<file path="config.mk">
export PLATFORM = sky130hd
export DESIGN_NAME = fp_cmp_unit
export DESIGN_NICKNAME = d
export VERILOG_FILES = /design/src/rtl/fpc_pkg.sv /design/src/rtl/fpc_classify.sv /design/src/rtl/fpc_order.sv /design/src/rtl/fpc_flag_reg.sv /design/src/rtl/fp_cmp_unit.sv
export SDC_FILE = /design/constraint.sdc
export NUM_CORES = 1
export LEC_CHECK = 0
export ABC_CLOCK_PERIOD_IN_PS = 2900
export BUFFER_PORTS_ARGS = -buffer_cell sky130_fd_sc_hd__buf_2
export CORE_MARGIN = 5
export CORE_UTILIZATION = 41
export CTS_BUF_LIST = sky130_fd_sc_hd__clkbuf_8
export CTS_CLUSTER_DIAMETER = 150
export DETAILED_ROUTE_END_ITERATION = 7
export GPL_TIMING_DRIVEN = 0
export PLACE_DENSITY = 0.77
export SYNTH_ARGS = -nofsm -noshare
export SYNTH_HDL_FRONTEND = slang
export SYNTH_SLANG_ARGS = --single-unit
</file>
<file path="constraint.sdc">
create_clock -name clk -period 2.9 [get_ports clk]
set_input_delay 0.725 -clock clk [delete_from_list [all_inputs] [get_ports clk]]
set_output_delay 0.725 -clock clk [all_outputs]
set_load 0.01 [all_outputs]
</file>
<file path="src/rtl/fpc_pkg.sv">
// Package: shared widths, flag codes and operand class type for the compare unit.
package fpc_pkg;
    localparam int EXP_W  = 8;
    localparam int FRAC_W = 23;

    // Condition codes, bit order {N, Z, C, V}
    typedef enum logic [3:0] {
        CC_NONE = 4'b0000,
        CC_LT   = 4'b1000,
        CC_EQ   = 4'b0110,
        CC_GT   = 4'b0010,
        CC_UN   = 4'b0011
    } cc_e;

    typedef struct packed {
        logic nan;
        logic snan;
        logic zero;
        logic inf;
    } fp_class_t;
endpackage

</file>
<file path="src/rtl/fpc_classify.sv">
// Module: fpc_classify
// Sorts one operand into NaN (quiet/signaling), zero and infinity classes.
// Assumes the exponent field lies directly above the fraction and the sign is the MSB.
module fpc_classify #(
    parameter int EXP_W  = fpc_pkg::EXP_W,
    parameter int FRAC_W = fpc_pkg::FRAC_W,
    localparam int DATA_W = 1 + EXP_W + FRAC_W
) (
    input  logic [DATA_W-1:0]  op,
    output fpc_pkg::fp_class_t cls
);
    logic [EXP_W-1:0]  exp_f;
    logic [FRAC_W-1:0] frac_f;
    logic              exp_full;
    logic              frac_any;

    // Purpose: split the fields and derive the class bits
    always_comb begin
        exp_f    = op[FRAC_W +: EXP_W];
        frac_f   = op[FRAC_W-1:0];
        exp_full = &exp_f;
        frac_any = |frac_f;
        cls.nan  = exp_full & frac_any;
        cls.snan = exp_full & frac_any & ~frac_f[FRAC_W-1];
        cls.inf  = exp_full & ~frac_any;
        cls.zero = ~|op[DATA_W-2:0];
    end
endmodule

</file>
<file path="src/rtl/fpc_order.sv">
// Module: fpc_order
// Orders two non-NaN operands by sign and magnitude.
// Assumes the caller masks NaN cases; both zeros are equal regardless of sign.
module fpc_order #(
    parameter int DATA_W = 32
) (
    input  logic [DATA_W-1:0] a,
    input  logic [DATA_W-1:0] b,
    output logic              lt,
    output logic              eq
);
    localparam int MAG_W = DATA_W - 1;

    logic [MAG_W-1:0] mag_a;
    logic [MAG_W-1:0] mag_b;
    logic             sign_a;
    logic             sign_b;
    logic             mag_lt;

    // Purpose: sign-magnitude ordering with inverted sense for two negatives
    always_comb begin
        mag_a  = a[MAG_W-1:0];
        mag_b  = b[MAG_W-1:0];
        sign_a = a[DATA_W-1];
        sign_b = b[DATA_W-1];
        mag_lt = mag_a < mag_b;
        lt     = 1'b0;
        eq     = 1'b0;
        if ((mag_a == '0) && (mag_b == '0)) begin
            eq = 1'b1;
        end else if (sign_a != sign_b) begin
            lt = sign_a;
        end else if (mag_a == mag_b) begin
            eq = 1'b1;
        end else begin
            lt = sign_a ? ~mag_lt : mag_lt;
        end
    end
endmodule

</file>
<file path="src/rtl/fpc_flag_reg.sv">
// Module: fpc_flag_reg
// Holds the condition flags, the update strobe and the sticky invalid flag.
// Assumes inv_hit is only meaningful while req_valid is high; a set wins over a clear.
module fpc_flag_reg (
    input  logic       clk,
    input  logic       rst_n,
    input  logic       req_valid,
    input  logic [3:0] cc_next,
    input  logic       inv_hit,
    input  logic       clr_invalid,
    output logic [3:0] flags_q,
    output logic       vld_q,
    output logic       inv_q
);
    // Purpose: capture flags on a request and pulse the strobe
    always_ff @(posedge clk) begin
        if (!rst_n) begin
            flags_q <= fpc_pkg::CC_NONE;
            vld_q   <= 1'b0;
        end else begin
            vld_q <= req_valid;
            if (req_valid) begin
                flags_q <= cc_next;
            end
        end
    end

    // Purpose: sticky invalid flag, set has priority over clear
    always_ff @(posedge clk) begin
        if (!rst_n) begin
            inv_q <= 1'b0;
        end else if (req_valid && inv_hit) begin
            inv_q <= 1'b1;
        end else if (clr_invalid) begin
            inv_q <= 1'b0;
        end
    end
endmodule

</file>
<file path="src/rtl/fp_cmp_unit.sv">
// Module: fp_cmp_unit
// Top of the single-precision compare unit: picks the second operand
// (register or +0), classifies both, orders them, encodes NZCV and
// registers the result. Assumes inputs are sampled on the rising edge.
module fp_cmp_unit #(
    parameter int EXP_W  = fpc_pkg::EXP_W,
    parameter int FRAC_W = fpc_pkg::FRAC_W,
    localparam int DATA_W = 1 + EXP_W + FRAC_W
) (
    input  logic              clk,
    input  logic              rst_n,
    input  logic              req_valid,
    input  logic              req_signaling,
    input  logic              req_zero_b,
    input  logic [DATA_W-1:0] op_a,
    input  logic [DATA_W-1:0] op_b,
    input  logic              clr_invalid,
    output logic [3:0]        flags_o,
    output logic              flags_vld_o,
    output logic              invalid_o
);
    localparam int N_OPS = 2;

    logic [DATA_W-1:0]  ops [N_OPS];
    fpc_pkg::fp_class_t cls [N_OPS];
    logic               ord_lt;
    logic               ord_eq;
    logic               unordered;
    logic               any_snan;
    logic               inv_hit;
    fpc_pkg::cc_e       cc_next;

    // Purpose: route operand B or the positive zero constant
    always_comb begin
        ops[0] = op_a;
        ops[1] = req_zero_b ? '0 : op_b;
    end

    // One classifier per operand
    for (genvar gi = 0; gi < N_OPS; gi++) begin : g_cls
        fpc_classify #(
            .EXP_W  (EXP_W),
            .FRAC_W (FRAC_W)
        ) u_cls (
            .op  (ops[gi]),
            .cls (cls[gi])
        );
    end

    fpc_order #(
        .DATA_W (DATA_W)
    ) u_order (
        .a  (ops[0]),
        .b  (ops[1]),
        .lt (ord_lt),
        .eq (ord_eq)
    );

    // Purpose: combine classes and ordering into a condition code and invalid hit
    always_comb begin
        unordered = cls[0].nan | cls[1].nan;
        any_snan  = cls[0].snan | cls[1].snan;
        inv_hit   = req_signaling ? unordered : any_snan;
        if (unordered) begin
            cc_next = fpc_pkg::CC_UN;
        end else if (ord_eq) begin
            cc_next = fpc_pkg::CC_EQ;
        end else if (ord_lt) begin
            cc_next = fpc_pkg::CC_LT;
        end else begin
            cc_next = fpc_pkg::CC_GT;
        end
    end

    fpc_flag_reg u_flags (
        .clk         (clk),
        .rst_n       (rst_n),
        .req_valid   (req_valid),
        .cc_next     (cc_next),
        .inv_hit     (inv_hit),
        .clr_invalid (clr_invalid),
        .flags_q     (flags_o),
        .vld_q       (flags_vld_o),
        .inv_q       (invalid_o)
    );
endmodule

</file>
==> qor.yml, run 1 <==
power:
  vdd_drop_max_mv: 0.0999
  leakage_nw: 0.856
  powerDensity_mw_per_mm2: 234
logic_synthesis:
  synth.area.top_cells: "ha_1, nand2_1, dfxtp_1"
  synth_top_area_share_pct: 30.8
  syn_inst: 175
  netlist_area_mm2: 0.00126
  synth_flop_cell: "dfxtp_1"
  synth_edf_count: 0
  synth.distinct_cells: 35
  synth_most_common_cell: "nand2_1"
  yosysSeqAreaShare_pct: 9.54
  yosysWarnings: 0
  ys_seq_elements: 6
  async_flop_share_pct: 0
  yosys-top-cells-count: "nand2_1, ha_1, a21oi_1, nor4_1, nand4_1"
  synth_fp_nets: 276
  yosysTopAreaCell: "ha_1"
  syn_avg_cell_area_um2: 7.19
routing:
  postRouteWirelength_um: 3820
  drt_iter0_drc: 62
  routed-via-count: 1612
  routed_via_density: 5.60
  drc: 0
  firstDrtPassIters: 4
  avgRoutedWirePerCell_um: 13.3
  postRouteAntennaNets: 0
layout:
  final_cells: 288
  antenna_cells: 0
  final_net_count: 358
  fillerInstances: 302
  drive_above_1_share_pct: 33.7
  area_delta_synth_final_pct: 39.3
run:
  max_cap_violations: 0
setup_path:
  critPathKind: "input port to register"
  arrival_ns: 2.85
  crit_slowest_cell: "or3_1"
  startpoint_type: "input port"
  crit_path_end_kind: "register"
  crit_start: "req_zero_b"
  cp_max_fo: 10
  r2r_start: "u_flags.flags_q[3]"
  r2r_cells: 2
  cp_cell_sequence: "buf_2 -> clkinvlp_4 -> clkbuf_4 -> nand2_1 -> ha_1 -> a211oi_1 -> nor2_1 -> o31ai_1 -> a21boi_0 -> or3_1 -> a41o_1"
  worstPathRequired_ns: 3.01
  rrSetupSlack_ns: 2.11
  rr_endpoint: "u_flags.flags_q[3]"
  crit_path_max_incr_delay_ns: 0.35
global_route:
  overflow: 0
  grt_max_degree: 15
  grt_pass1_vias: 1543
  grt_pass1_wl_um: 6280
  antenna_found_initial: 0
  grt_util_all_layers_pct: 18.1
clock_tree:
  clock_sinks: 6
  clk_latency_ns: 0.22
  hold_buffers: 0
  cts_tree: "done"
  cts_buffers: 3
  clock_path_buffers: 2
  cts_root_buffer: "clkbuf_8"
  htreeDepth: 1
  clkTransAtPathRegs_ns: 0.04
floorplanning:
  io_pins: 76
  initial_utilization_pct: 41.9
  dieArea_mm2: 0.00428
  core_mm2: 0.00300
  die_w_um: 65.4
  rows: 20
  die_y_um: 65.4
sta:
  post-route-period-util_pct: 94.5
  worst_slew_pin_slew_ns: 0.312
  slew_headroom_pct: 79.0
  whs_ns: 0.477
  finalClockSkew_ns: 0
  min_period_ns: 2.74
  fmax_mhz: 365
  hold_viol: 0
  setup_viol: 0
  finalMaxSlewViolations: 0
  tns_ns: 0
placed_design:
  gp_congestion: 0.819
  dp_hpwl_um: 3450
  port_buffers: 75
  dp.cells: 283
min_path:
  holdPathEnd: "u_flags.flags_q[0]"
  hp-start: "u_flags.flags_q[0]"
  hold_path_class: "register to register"
  holdPathStages: 1
run_status:
  status: "complete, no violations"
placed cells by master, fill, tap and decap left out, types with 4 or more instances in the layout:
cell and n:
nor2_1 4, a21oi_1 15, o21ai_0 9, dfxtp_1 6, ha_1 31, nand2_1 37
nor4_1 13, buf_2 75, nand2b_1 5, nor3_1 4, nand3_1 6, nand4_1 11
critical path, delay by kind of cell:
family | cells | cell delay (ns)
adders and majority gates | 1 | 0.23
buffers and inverters | 3 | 0.54
and+or+nand+nor | 3 | 0.50
AOI/OAI and AO/OA | 4 | 0.85
stage by stage:
stage	setup slack, ns	instance area [um^2]	power, mW	utilization [%]
5_1_grt	-0.00747	1750	0.452	58.4
3_3_place_gp	-0.487	1680	0.279	55.9
6_report	0.160	1750	0.410	58.4
3_5_place_dp	-0.493	1680	0.283	55.9
2_1_floorplan	0.000918	1260	0.190	-
4_1_cts	0.0290	1720	0.409	57.3
area by class of cell:
type | count | area [um^2] | area share, %
Sequential cell | 6 | 120 | 6.85
Buffer | 2 | 15.0 | 0.857
Multi-Input combinational cell | 164 | 1130 | 64.2
Clock buffer | 3 | 41.3 | 2.36
Inverter | 2 | 11.3 | 0.642
Tap cell | 33 | 41.3 | 2.36
Timing Repair Buffer | 78 | 398 | 22.7
cell families after synthesis:
kind of cell	after synthesis	share of synthesized area [%]
and+or+nand+nor	92	38.1
AOI/OAI and AO/OA	41	20.1
adders and majority gates	31	30.8
DFF	6	9.54
buffers and inverters	5	1.49
layer usage:
| layer | global-route usage, % | up-vias | wire, um |
|---|---|---|---|
| met5 | 0 | - | 0 |
| met4 | 3.89 | 0 | 0 |
| met3 | 2.39 | 0 | 309 |
| met2 | 32.2 | 53 | 1840 |
| met1 | 23.0 | 710 | 1670 |
| li1 | - | 849 | - |
worst max-delay path by stage:
stage / to / slack [ns] / depth (start not counted)
after floorplan: u_flags.flags_q[3] / 0.0009 / 11
after global placement: u_flags.flags_q[3] / -0.49 / 12
after detailed placement: u_flags.flags_q[3] / -0.49 / 12
after CTS: u_flags.flags_q[3] / 0.03 / 11
after global routing: u_flags.flags_q[3] / -0.007 / 11
final: u_flags.flags_q[3] / 0.16 / 11
registers in the layout, indices dropped and copies added, names as in the netlist:
signal and flops:
u_flags.inv_q 1, u_flags.flags_q 4, u_flags.vld_q 1
power breakdown:
group | switching (mW) | total, mW | internal, mW
clock network | 0.0338 | 0.123 | 0.0890
logic | 0.104 | 0.199 | 0.0947
registers | 0.00149 | 0.0884 | 0.0869
timing repair:
action | CTS | global route
pin swaps | 0 | 0
buffers inserted | 0 | 3
gates resized for setup | 1 | 5
endpoints found under the setup margin | 3 | 3
Note: power is estimated with default switching activity, not from simulation.
==> inputs of run 2 (changes only) <==
--- a/config.mk
+++ b/config.mk
@@ -5,7 +5,6 @@
 export SDC_FILE = /design/constraint.sdc
 export NUM_CORES = 1
 export LEC_CHECK = 0
-export ABC_CLOCK_PERIOD_IN_PS = 2900
 export BUFFER_PORTS_ARGS = -buffer_cell sky130_fd_sc_hd__buf_2
 export CORE_MARGIN = 5
 export CORE_UTILIZATION = 41
==> constraint.sdc (replaced) <==
create_clock -name clk -period 2.9 [get_ports clk]
set_input_delay 0.29 -clock clk [delete_from_list [all_inputs] [get_ports clk]]
set_output_delay 0.29 -clock clk [all_outputs]
set_load 0.01 [all_outputs]
==> run 2 against run 1 <==
  * Register-to-register slack improved by 0.02 ns
  * Design area shrank 2.1%
  * Utilization is 1.2 points lower
  * Power fell by 1.1%
  * Count of clock-buffer cells in the layout is the same
  * Via count down 0.87%
  * Wire length increased by 0.94%
  * Clock skew did not move
  * Sequential cell count unchanged
  * Hold slack got worse by 0.13 ns
  * Fmax rose by 5.6%
  * Critical path type unchanged
  * Largest cell class unchanged
==> qor.yml, run 2 (same netlist as run 1, synthesis figures left out) <==
routing:
  firstDrtPassIters: 4  # unchanged
  postRouteAntennaNets: 0  # unchanged
  drt_iter0_drc: 115  # was 62
  postRouteWirelength_um: 3860  # was 3820 um
  routed_via_density: 5.61  # was 5.60
  avgRoutedWirePerCell_um: 13.5  # was 13.3 um
  routed-via-count: 1598  # was 1,612
  drc: 0  # unchanged
power:
  p_int_uw: 267  # was 271 uW
  p_clk_share_pct: 30.4  # was 30.0%
  powerDensity_mw_per_mm2: 236  # was 234 mW/mm^2
  sw_frac_of_total_pct: 34.2  # was 34.0%
  vdd_drop_max_mv: 0.133  # was 0.0999 mV
  p_switching_uw: 139  # about the same
  sequentialPowerShare_pct: 21.8  # was 21.6%
  comb_power_share_pct: 47.8  # was 48.5%
  leakage_nw: 0.846  # was 0.856 nW
setup_path:
  crit_path_max_incr_delay_ns: 0.44  # was 0.35 ns
  rr_endpoint: "u_flags.flags_q[3]"  # unchanged
  crit_start: "req_zero_b"  # unchanged
  worstPathRequired_ns: 3.01  # about the same
  cp_max_fo: 14  # was 10
  r2r_cells: 2  # unchanged
  r2r_start: "u_flags.flags_q[3]"  # unchanged
  arrival_ns: 2.71  # was 2.85 ns
  crit_buf_inv: 3  # unchanged
  crit_family: "buffers and inverters"  # was compound AO/OA/AOI/OAI gates
  rrSetupSlack_ns: 2.13  # was 2.11 ns
  cp_cell_sequence: "buf_2 -> inv_1 -> clkbuf_2 -> nand2_1 -> ha_1 -> nand4_1 -> nor4_1 -> a21boi_0 -> o21bai_1 -> a41o_1"  # was buf_2 -> clkinvlp_4 -> clkbuf_4 -> nand2_1 -> ha_1 -> a211oi_1 -> nor2_1 -> o31ai_1 -> a21boi_0 -> or3_1 -> a41o_1
  startpoint_type: "input port"  # unchanged
  critPathKind: "input port to register"  # unchanged
  crit_slowest_cell: "nor4_1"  # was or3_1
  crit_path_end_kind: "register"  # unchanged
  crit_end: "u_flags.flags_q[3]"  # unchanged
  worstSetupPathDepth: 10  # was 11
layout:
  final_cells: 285  # was 288
  top_regs: "u_flags.flags_q: 4 flops, u_flags.inv_q: 1 flops, u_flags.vld_q: 1 flops"  # unchanged
  drive_above_1_share_pct: 32.1  # was 33.7%
  largest_reg_flops: 4  # unchanged
  top_register: "u_flags.flags_q"  # unchanged
  final_util_pct: 57.1  # was 58.4%
  layout_common_cells: "buf_2, nand2_1, ha_1, a21oi_1, nor4_1"  # unchanged
  antenna_cells: 0  # unchanged
  final_net_count: 355  # was 358
  final_common_cell: "buf_2"  # unchanged
  area_delta_synth_final_pct: 36.3  # was 39.3%
sta:
  hold_viol: 0  # unchanged
  worst_slew_pin_slew_ns: 0.417  # was 0.312 ns
  rsz0062_at_grt: "no"
  finalClockSkew_ns: 0  # unchanged
  post-route-period-util_pct: 89.5  # was 94.5%
  min_period_ns: 2.60  # was 2.74 ns
  slew_headroom_pct: 72.2  # was 79.0%
  fmax_mhz: 385  # was 365 MHz
  setup_viol: 0  # unchanged
  finalMaxSlewViolations: 0  # unchanged
placed_design:
  gp_congestion: 0.814  # was 0.819
  dp.cells: 283  # unchanged
  port_buffers: 75  # unchanged
  dp_hpwl_um: 3480  # was 3450 um
global_route:
  antenna_found_initial: 0  # unchanged
  grt_pass1_vias: 1468  # was 1,543
  grt_util_all_layers_pct: 17.8  # was 18.1%
  grt_max_degree: 11  # was 15
  grt_pass1_wl_um: 6110  # was 6280 um
  overflow: 0  # unchanged
floorplanning:
  die_w_um: 65.4  # unchanged
  die_y_um: 65.4  # unchanged
  rows: 20  # unchanged
  io_pins: 76  # unchanged
  core_mm2: 0.00300  # unchanged
  dieArea_mm2: 0.00428  # unchanged
  initial_utilization_pct: 41.9  # unchanged
run_status:
  status: "complete, no violations"  # unchanged
clock_tree:
  clk_latency_ns: 0.22  # about the same
  htreeDepth: 1  # unchanged
  hold_buffers: 0  # unchanged
  cts_tree: "done"  # unchanged
  clock_sinks: 6  # unchanged
  clock_path_buffers: 2  # unchanged
  cts_setup_buffers: 0  # unchanged
  cts_root_buffer: "clkbuf_8"  # unchanged
  cts_buffers: 3  # unchanged
  cts_resized: 0  # was 1
  clkTransAtPathRegs_ns: 0.04  # about the same
run:
  max_cap_violations: 0  # unchanged
min_path:
  hold_path_class: "input port to register"  # was register to register
## run 2: cell count changes in the layout (fill, tap and decap cells not counted)
| cell | change |
|---|---|
| clkinvlp_4 | -1 |
| inv_1 | +1 |
| clkbuf_4 | -2 |
| buf_4 | -3 |
| clkbuf_2 | +2 |
| nor4_1 | +1 |
| nor4_2 | -1 |
## run 2: cell type report
type / instances / area (um^2)
fill: 298 / 1290
multi-input combinational: 164 / 1120
timing repair buffer: 75 / 375
sequential: 6 / 120
clock buffer: 3 / 41.3
tap: 33 / 41.3
buffer: 2 / 10.0
inverter: 2 / 7.51
## run 2: worst min path at each step
stage | from | endpoint | slack, ns | cells after the start
detailed placement | u_flags.inv_q | u_flags.inv_q | 0.48 | 2
finish | clr_invalid | u_flags.inv_q | 0.35 | 3
global placement | u_flags.flags_q[0] | u_flags.flags_q[0] | 0.46 | 1
floorplan | rst_n | u_flags.flags_q[2] | 0.41 | 1
global route | rst_n | u_flags.flags_q[2] | 0.36 | 2
CTS | clr_invalid | u_flags.inv_q | 0.35 | 3
## run 2: stage by stage
stage          power, mW  area [um^2]  setup WS, ns  TNS [ns]  hold WS, ns
2_1_floorplan      0.190         1260         0.357         0        0.408
3_3_place_gp       0.280         1680        -0.188    -0.457        0.459
3_5_place_dp       0.283         1680        -0.204    -0.499        0.476
4_1_cts            0.408         1720        0.0107         0        0.346
5_1_grt            0.446         1720        0.0873         0        0.359
6_report           0.406         1720         0.304         0        0.345
## run 2: worst min-delay path, delay by kind of cell
kind                   cells  cell delay, ns
AOI/OAI and AO/OA          1            0.07
and+or+nand+nor            1            0.08
buffers and inverters      1            0.07
## run 2: per-layer routing
| layer | GRT usage, % | routed length (um) | vias to the layer above |
|---|---|---|---|
| met5 | 0 | 0 | - |
| met4 | 4.66 | 31 | 0 |
| met3 | 2.56 | 298 | 4 |
| met2 | 30.0 | 1800 | 53 |
| li1 | - | - | 839 |
| met1 | 23.6 | 1730 | 702 |
## run 2: power groups by stage
stage          Clock, mW  Combinational, mW  Sequential [mW]
2_1_floorplan          0             0.0986           0.0915
3_3_place_gp           0              0.190           0.0893
3_5_place_dp           0              0.193           0.0896
4_1_cts            0.125              0.195           0.0883
5_1_grt            0.134              0.223           0.0885
6_report           0.123              0.194           0.0883
